==> src/rtl/hclPkg.sv <==
package hclPkg;

  typedef enum logic [1:0] {
    MODE_CLAMP  = 2'b00,
    MODE_HALF   = 2'b01,
    MODE_WHOLE  = 2'b10,
    MODE_BYPASS = 2'b11
  } hclMode_e;

  // Strobes from the control to the datapath
  typedef struct packed {
    logic capture;    // load stage 1
    logic advance;    // load stage 2
    logic satMode;    // clamp instead of scale
    logic commonLim;  // use the smaller limit for both halves
    logic bypass;     // pass through untouched
  } hclCtrl_t;

endpackage

==> src/rtl/hclControl.sv <==
module hclControl
  import hclPkg::*;
(
  input  logic       clk,
  input  logic       rstN,
  input  logic       inValid,
  input  logic [1:0] mode,
  output hclCtrl_t   ctrl,
  output logic       outValid
);

  logic     s1Valid;
  hclMode_e modeSel;

  assign modeSel = hclMode_e'(mode);

  always_comb begin
    ctrl.capture   = inValid;
    ctrl.advance   = s1Valid;
    ctrl.satMode   = (modeSel == MODE_CLAMP);
    ctrl.commonLim = (modeSel == MODE_WHOLE);
    ctrl.bypass    = (modeSel == MODE_BYPASS);
  end

  // Valid strobe follows the two data stages
  always_ff @(posedge clk or negedge rstN) begin
    if (!rstN) begin
      s1Valid  <= 1'b0;
      outValid <= 1'b0;
    end else begin
      s1Valid  <= inValid;
      outValid <= s1Valid;
    end
  end

endmodule

==> src/rtl/hclDatapath.sv <==
module hclDatapath
  import hclPkg::*;
#(
  parameter int SAMPLE_W = 8,
  parameter int LIM_W    = 10,
  parameter int LIM_MAX  = 1000
) (
  input  logic                clk,
  input  logic                rstN,
  input  hclCtrl_t            ctrl,
  input  logic [SAMPLE_W-1:0] inSample,
  input  logic [LIM_W-1:0]    posLimit,
  input  logic [LIM_W-1:0]    negLimit,
  output logic [SAMPLE_W-1:0] outSample
);

  localparam int MID     = 1 << (SAMPLE_W - 1);
  localparam int POS_FS  = MID - 1;
  localparam int NEG_FS  = MID;
  localparam int PROD_W  = SAMPLE_W + LIM_W + 1;
  localparam int HALVES  = 2;
  localparam int IDX_POS = 0;
  localparam int IDX_NEG = 1;

  // ---------------- limit conditioning (one per half) ----------------
  logic [LIM_W-1:0] limRaw [HALVES];
  logic [LIM_W-1:0] limEff [HALVES];

  assign limRaw[IDX_POS] = posLimit;
  assign limRaw[IDX_NEG] = negLimit;

  for (genvar h = 0; h < HALVES; h++) begin : g_limClamp
    assign limEff[h] = (limRaw[h] > LIM_W'(LIM_MAX)) ? LIM_W'(LIM_MAX) : limRaw[h];
  end

  // ---------------- stage 1: split sign and magnitude ----------------
  logic                isNeg;
  logic [SAMPLE_W-1:0] magIn;
  logic [LIM_W-1:0]    halfLim;
  logic [LIM_W-1:0]    minLim;
  logic [LIM_W-1:0]    selLim;

  always_comb begin
    isNeg   = (inSample < SAMPLE_W'(MID));
    magIn   = isNeg ? (SAMPLE_W'(MID) - inSample) : (inSample - SAMPLE_W'(MID));
    halfLim = isNeg ? limEff[IDX_NEG] : limEff[IDX_POS];
    minLim  = (limEff[IDX_POS] < limEff[IDX_NEG]) ? limEff[IDX_POS] : limEff[IDX_NEG];
    selLim  = ctrl.commonLim ? minLim : halfLim;
  end

  logic                s1Neg;
  logic [SAMPLE_W-1:0] s1Mag;
  logic [LIM_W-1:0]    s1Lim;
  logic                s1Sat;
  logic                s1Bypass;
  logic [SAMPLE_W-1:0] s1Raw;

  always_ff @(posedge clk or negedge rstN) begin
    if (!rstN) begin
      s1Neg    <= 1'b0;
      s1Mag    <= '0;
      s1Lim    <= LIM_W'(LIM_MAX);
      s1Sat    <= 1'b0;
      s1Bypass <= 1'b0;
      s1Raw    <= SAMPLE_W'(MID);
    end else if (ctrl.capture) begin
      s1Neg    <= isNeg;
      s1Mag    <= magIn;
      s1Lim    <= selLim;
      s1Sat    <= ctrl.satMode;
      s1Bypass <= ctrl.bypass;
      s1Raw    <= inSample;
    end
  end

  // ---------------- stage 2: scale or clamp, rebuild sample ----------------
  logic [PROD_W-1:0]   fsMag;
  logic [PROD_W-1:0]   scaled;
  logic [PROD_W-1:0]   thresh;
  logic [PROD_W-1:0]   satMag;
  logic [SAMPLE_W-1:0] newMag;
  logic [SAMPLE_W-1:0] rebuilt;

  always_comb begin
    fsMag   = s1Neg ? PROD_W'(NEG_FS) : PROD_W'(POS_FS);
    scaled  = (PROD_W'(s1Mag) * PROD_W'(s1Lim)) / PROD_W'(LIM_MAX);
    thresh  = (fsMag * PROD_W'(s1Lim)) / PROD_W'(LIM_MAX);
    satMag  = (PROD_W'(s1Mag) <= thresh) ? PROD_W'(s1Mag) : thresh;
    newMag  = s1Sat ? SAMPLE_W'(satMag) : SAMPLE_W'(scaled);
    rebuilt = s1Neg ? (SAMPLE_W'(MID) - newMag) : (SAMPLE_W'(MID) + newMag);
  end

  always_ff @(posedge clk or negedge rstN) begin
    if (!rstN) begin
      outSample <= SAMPLE_W'(MID);
    end else if (ctrl.advance) begin
      outSample <= s1Bypass ? s1Raw : rebuilt;
    end
  end

endmodule

==> src/rtl/halfCycleLimiter.sv <==
module halfCycleLimiter
  import hclPkg::*;
#(
  parameter int SAMPLE_W = 8,
  parameter int LIM_W    = 10,
  parameter int LIM_MAX  = 1000
) (
  input  logic                clk,
  input  logic                rstN,
  input  logic                inValid,
  input  logic [SAMPLE_W-1:0] inSample,
  input  logic [LIM_W-1:0]    posLimit,
  input  logic [LIM_W-1:0]    negLimit,
  input  logic [1:0]          mode,
  output logic                outValid,
  output logic [SAMPLE_W-1:0] outSample
);

  hclCtrl_t ctrl;

  hclControl u_ctrl (
    .clk      (clk),
    .rstN     (rstN),
    .inValid  (inValid),
    .mode     (mode),
    .ctrl     (ctrl),
    .outValid (outValid)
  );

  hclDatapath #(
    .SAMPLE_W (SAMPLE_W),
    .LIM_W    (LIM_W),
    .LIM_MAX  (LIM_MAX)
  ) u_dp (
    .clk       (clk),
    .rstN      (rstN),
    .ctrl      (ctrl),
    .inSample  (inSample),
    .posLimit  (posLimit),
    .negLimit  (negLimit),
    .outSample (outSample)
  );

endmodule

==> config.mk <==
export PLATFORM = sky130hd
export DESIGN_NAME = halfCycleLimiter
export DESIGN_NICKNAME = d
export VERILOG_FILES = /design/src/rtl/hclPkg.sv /design/src/rtl/hclControl.sv /design/src/rtl/hclDatapath.sv /design/src/rtl/halfCycleLimiter.sv
export SDC_FILE = /design/constraint.sdc
export NUM_CORES = 1
export LEC_CHECK = 0
export BUFFER_PORTS_ARGS = -buffer_cell sky130_fd_sc_hd__buf_4
export CAP_MARGIN = 10
export CORE_MARGIN = 1
export CORE_UTILIZATION = 50
export DETAILED_ROUTE_END_ITERATION = 10
export GPL_TIMING_DRIVEN = 0
export PLACE_DENSITY = 0.77
export SLEW_MARGIN = 20
export SYNTH_ARGS = -nofsm -noshare
export SYNTH_HDL_FRONTEND = slang
export SYNTH_HIERARCHICAL = 1
export SYNTH_SLANG_ARGS = --single-unit
==> constraint.sdc <==
create_clock -name clk -period 15.8 [get_ports clk]
set_input_delay 0.79 -clock clk [delete_from_list [all_inputs] [get_ports clk]]
set_output_delay 0.79 -clock clk [all_outputs]
set_load 0.005 [all_outputs]
# After elaboration in Yosys (flattened, before gate mapping)
# Cells that the tools add are included.
[classes]
add_sub_neg = 4
n_mul = 2
div_mod_pow = 2
order_cmp = 5
eq_ne = 2
mux = 11
n_reduce_logical = 1
[ops]
columns = ["cell", "n"]
rows = [
  ["2-to-1 mux 10 bit", 5],
  ["2-to-1 mux 8 bit", 6],
  ["> comparator 10 bit (second input constant)", 2],
  ["divider 18 x 10 -> 19 bit (second input constant)", 1],
  ["divider 19 x 10 -> 19 bit (second input constant)", 1],
  ["<= comparator 8 x 19 -> 1 bit", 1],
  ["multiplier 19 x 10 -> 19 bit", 1],
  ["multiplier 8 x 10 -> 18 bit", 1],
  ["subtractor 8 bit (first input constant)", 2],
  ["less-than comparator 10 bit", 1],
  ["adder 8 bit (first input constant)", 1],
  ["less-than comparator 8 bit (second input constant)", 1],
  ["subtractor 8 bit (second input constant)", 1],
  ["equality test 2 bit (second input constant)", 2],
  ["logical NOT 2 bit", 1],
]
[word_totals]
reg_bits = 39
input_bits = 33
out_inout_bits = 9
wordCells = 36

# Longest topological paths before layout
[logic_depth]
ltp_word = 9
ltp_mapped = 65
depth_no_buf = 57

# Cells and area by module
# The synthesis kept the hierarchy.
[modules_own_cells]
columns = ["module", "instances", "cells_per_inst", "area_per_inst_um2", "seq_area_each_um2"]
rows = [
  ["hclDatapath", 1, 1601, 12189.2, 910.9],
  ["hclControl", 1, 7, 85.1, 50.0],
]

# Worst setup path after synthesis
# OpenSTA, ideal clock, no wires.
[synth_timing]
kind = "register -> register"
from = "register u_dp.s1Neg"
to = "register u_dp.outSample[1]"
setup_ps = 125
arrival_time_ps = 12205
required_time_ps = 15675
slack_ps = 3470
path_stages_with_launch = 58
n_path_buf = 4
cell_sequence = "dfrtp_1 clkbuf_1 inv_1 clkbuf_1 nand2_1 inv_1 fa_1 fa_1 fa_1 inv_1 fa_1 inv_1 ha_1 buf_2 a21oi_1 o211ai_1 nand2_1 mux2_2 (+22 left out) o21a_1 o21ai_0 nand2b_1 a21oi_1 nor2b_1 o21ai_0 nand2b_1 a21oi_1 nor3_1 buf_2 and3_1 a211oi_4 inv_2 ha_1 nand2_1 o21ai_0 mux2_2 mux2_2"
[synth_between]
elab_chain_len = 9
elab_cells_between_ends = 10
classes_between = "add/sub (2); mul (1); div (1); order compare (1); mux (5)"
[synth_rtl]
columns = ["item", "line_no", "text"]
rows = [
  ["from (decl)", "hclDatapath.sv:51", "logic s1Neg;"],
  ["from (signal assigned)", "hclDatapath.sv:67", "s1Neg <= isNeg;"],
  ["2-to-1 mux 8 bit", "hclDatapath.sv:85", "fsMag = s1Neg ? PROD_W'(NEG_FS) : PROD_W'(POS_FS);"],
  ["multiplier 19 x 10 -> 19 bit", "hclDatapath.sv:87", "thresh = (fsMag * PROD_W'(s1Lim)) / PROD_W'(LIM_MAX);"],
  ["divider 19 x 10 -> 19 bit", "hclDatapath.sv:87", ""],
  ["<= comparator 8 x 19 -> 1 bit", "hclDatapath.sv:88", "satMag = (PROD_W'(s1Mag) <= thresh) ? PROD_W'(s1Mag) : thresh;"],
  ["2-to-1 mux 8 bit", "hclDatapath.sv:88", ""],
  ["2-to-1 mux 8 bit", "hclDatapath.sv:89", "newMag = s1Sat ? SAMPLE_W'(satMag) : SAMPLE_W'(scaled);"],
  ["adder 8 bit or subtractor 8 bit (tied branches)", "hclDatapath.sv:90", "rebuilt = s1Neg ? (SAMPLE_W'(MID) - newMag) : (SAMPLE_W'(MID) + newMag);"],
  ["2-to-1 mux 8 bit *", "hclDatapath.sv:90", ""],
  ["2-to-1 mux 8 bit *", "hclDatapath.sv:97", "outSample <= s1Bypass ? s1Raw : rebuilt;"],
  ["to (signal assigned)", "hclDatapath.sv:95", "outSample <= SAMPLE_W'(MID);"],
  ["to (signal assigned)", "hclDatapath.sv:97", ""],
  ["to (decl)", "hclDatapath.sv:14", "output logic [SAMPLE_W-1:0] outSample"],
]
# Every way passes the cells marked *; elsewhere a longest branch is shown, timed or not.
# A chain may end at the register's enable or synchronous reset.

# Worst setup path after layout
# Ends and elaborated chain as after synthesis.

==> run summary <==
GR peak layer: met2
Crit path top cell by count: inv_1
Worst slew pin tran: 1.037 ns
Drt wl/cell: 16.15 um
WHS Endpoint: u_ctrl/outValid
Die Height: 158.7 um
Cells after Synth: 1608
Max Fclk: 0.06808 GHz
Final Hold Viols: 0
Core ar.: 23750 sq um
FF-to-FF End: u_dp/outSample[1]
Area share of the largest cell type after synthesis: 13.05%
Area of the multi-input gates: 10270 sq um
Slowest CP cell: nor4_1
Grt met3 use: 2.368%
IO Pins: 42
Hold-critical path depth: 0
Met2 Use GR: 42.48%
Hold path startpoint: u_ctrl/s1Valid
Drt via density: 6.142
Final Wtd Congestion: 0.9385
FF+latch count, synth: 38
DR vias: 12.14k
Final Setup Violations: 0
Antenna viol nets, final: 0
WP data required: 15.97 ns
CTS tree: yes
Slew HR: 30.48%
First-pass GRT wire length: 54120 um
Resize count post-CTS: 0
IO Port Bufs: 40
Initial antenna violation count: 2
Period utilisation layout: 92.97%
Vias in the first global route: 11.49k
CTS Root Cell: clkbuf_16
Die area: 25180 sq um
Clk_skew: 0.007351 ns
Yosys cell types: 116
Startpoint Class: flip-flop
Final nets: 1870
CP Class: flip-flop to flip-flop
Nature of the critical path endpoint: flip-flop
Slew Viols, Final: 0
Storage cell area: 960.9 sq um
Cell Rows: 56
Post-DP HPWL: 25860 um
Min-delay worst type: flip-flop to flip-flop
DR DRC count: 0
Peak per-stage delay on the critical path: 0.66 ns
Largest buffer count on any clock path: 2
TritonCTS buffer count: 5
Post-synthesis cell area: 12270 sq um
Status: complete, no violations
Fillers: 2181
Detailed-router iteration count before antenna repair: 5
Setup Fix Bufs, Post-CTS: 0
Max_cap viols: 0
Clk_lat worst skew: 0.29 ns
Total track usage: 25.98%
Hold_buf cts: 0
Reg clk slew, reported paths: 0.06 ns
Crit-path max FO: 10
Avg Cell Area, Syn: 7.633 sq um
Hold WS: 0.4049 ns
Min Tclk post-route: 14.69 ns
GRT overflow: 0
Htree depth: 2
Ys Warns: 6
Worst Reg-to-Reg Cells: 58
Share of cells above drive strength 1: 11.05%
Yosys top cell by area: fa_1
Critical Path AT: 14.86 ns
Layout area overhead: 6.942%
Grt met1 use: 37.38%
Detailed Route Iter0 Violations: 1049
Die width: 158.7 um
Flop2flop setup slack: 1.11 ns
Worst reg2reg startpoint: u_dp/s1Neg
Number of enable flip-flop cells after synthesis: 0
Leading cell type in the layout, fill and taps excluded: nand2_1
Largest net degree at the start of global routing: 39
Synth top area cells: fa_1 13%, ha_1 10%, dfrtp_1 6.1%
Ys async rst share: 100.0%
RSZ-0062 raised after global routing: false
Sum Neg Setup Slack: 0 ns
Synth Net Count: 1823
Clk sink count: 38
Final WL: 31920 um
Post-synth top flop: dfrtp_1
Sequential fraction of the synthesis area: 7.829%
Most frequent cells in the layout: 154 x nand2_1, 151 x inv_1, 120 x nor2_1, 102 x ha_1, 94 x a21oi_1
Initial Util: 51.68%
logic make-up after synthesis:
group	synth area share (%)
XOR/XNOR	4.781
other	0.03055
AO/OA/AOI/OAI	28.50
buffers and inverters	8.491
flip-flops	7.829
AND/OR/NAND/NOR	22.12
multiplexers	4.393
adder cells (fa/ha/maj)	23.85
stage by stage:
step	instances	worst slack (ns)	area [sq um]	utilization, %
2_1_floorplan	1608	3.470	12270	-
3_3_place_gp	1967	1.723	12970	54.62
3_5_place_dp	1967	1.422	12970	54.62
4_1_cts	1975	1.390	13120	55.24
5_1_grt	1977	0.04387	13130	55.26
6_report	1977	1.111	13130	55.26
layout make-up:
cell class                 instances  share of cell area, %
buffer                            96                  3.565
multi-input combinational       1321                  78.25
timing repair buffer              40                  2.288
inverter                         153                  4.375
antenna                            2                0.03813
tap                              319                  3.041
sequential                        38                  7.321
clock inverter                     1                0.03813
clock buffer                       7                  1.087
worst max path at each step:
stage	startpoint	end	slack [ns]
floorplan	u_dp/s1Neg	u_dp/outSample[1]	3.47
global placement	u_dp/s1Neg	u_dp/outSample[1]	1.72
detailed placement	u_dp/s1Neg	u_dp/outSample[1]	1.42
CTS	u_dp/s1Neg	u_dp/outSample[1]	1.39
global route	u_dp/s1Neg	u_dp/outSample[1]	0.04
finish	u_dp/s1Neg	u_dp/outSample[1]	1.11
Yosys cell counts, types with 16 or more instances:
| cell | count |
|---|---|
| mux2i_1 | 28 |
| nor3_1 | 44 |
| nor2b_1 | 24 |
| dfrtp_1 | 30 |
| o21ai_0 | 68 |
| mux2_2 | 21 |
| o211ai_1 | 36 |
| and3_1 | 19 |
| nand4_1 | 17 |
| nor2_1 | 120 |
| nand3_1 | 43 |
| buf_2 | 19 |
| nand2_1 | 154 |
| xor2_1 | 21 |
| clkbuf_1 | 56 |
| xnor2_1 | 46 |
| fa_1 | 80 |
| a21o_1 | 28 |
| inv_1 | 151 |
| ha_1 | 102 |
| a31oi_1 | 23 |
| a21oi_1 | 94 |
| nand2b_1 | 16 |
| and2_1 | 55 |
critical path: cells and delay by family (launching register included):
family / cells / cell delay [ns]
compound gates: 20 / 4.57
xor+xnor: 1 / 0.46
fa+ha+maj: 7 / 2.77
buf+inv: 11 / 2.03
flops: 1 / 0.32
mux: 3 / 0.86
simple gates: 16 / 3.57
flip-flops by register name (all words and copies together) (netlist names), 7 cells and up:
register and cells:
u_dp/s1Lim 10, u_dp/outSample 8, u_dp/s1Mag 8, u_dp/s1Raw 7
per-layer routing:
metal	share of wire (%)	vias to the layer above
met3	6.3	20
met4	0.89	0
li1	-	5878
met5	0	-
met1	47	5826
met2	45	419
Power is not shown: default switching activity piles up to over one toggle a cycle in this logic, so the estimate is an artifact.
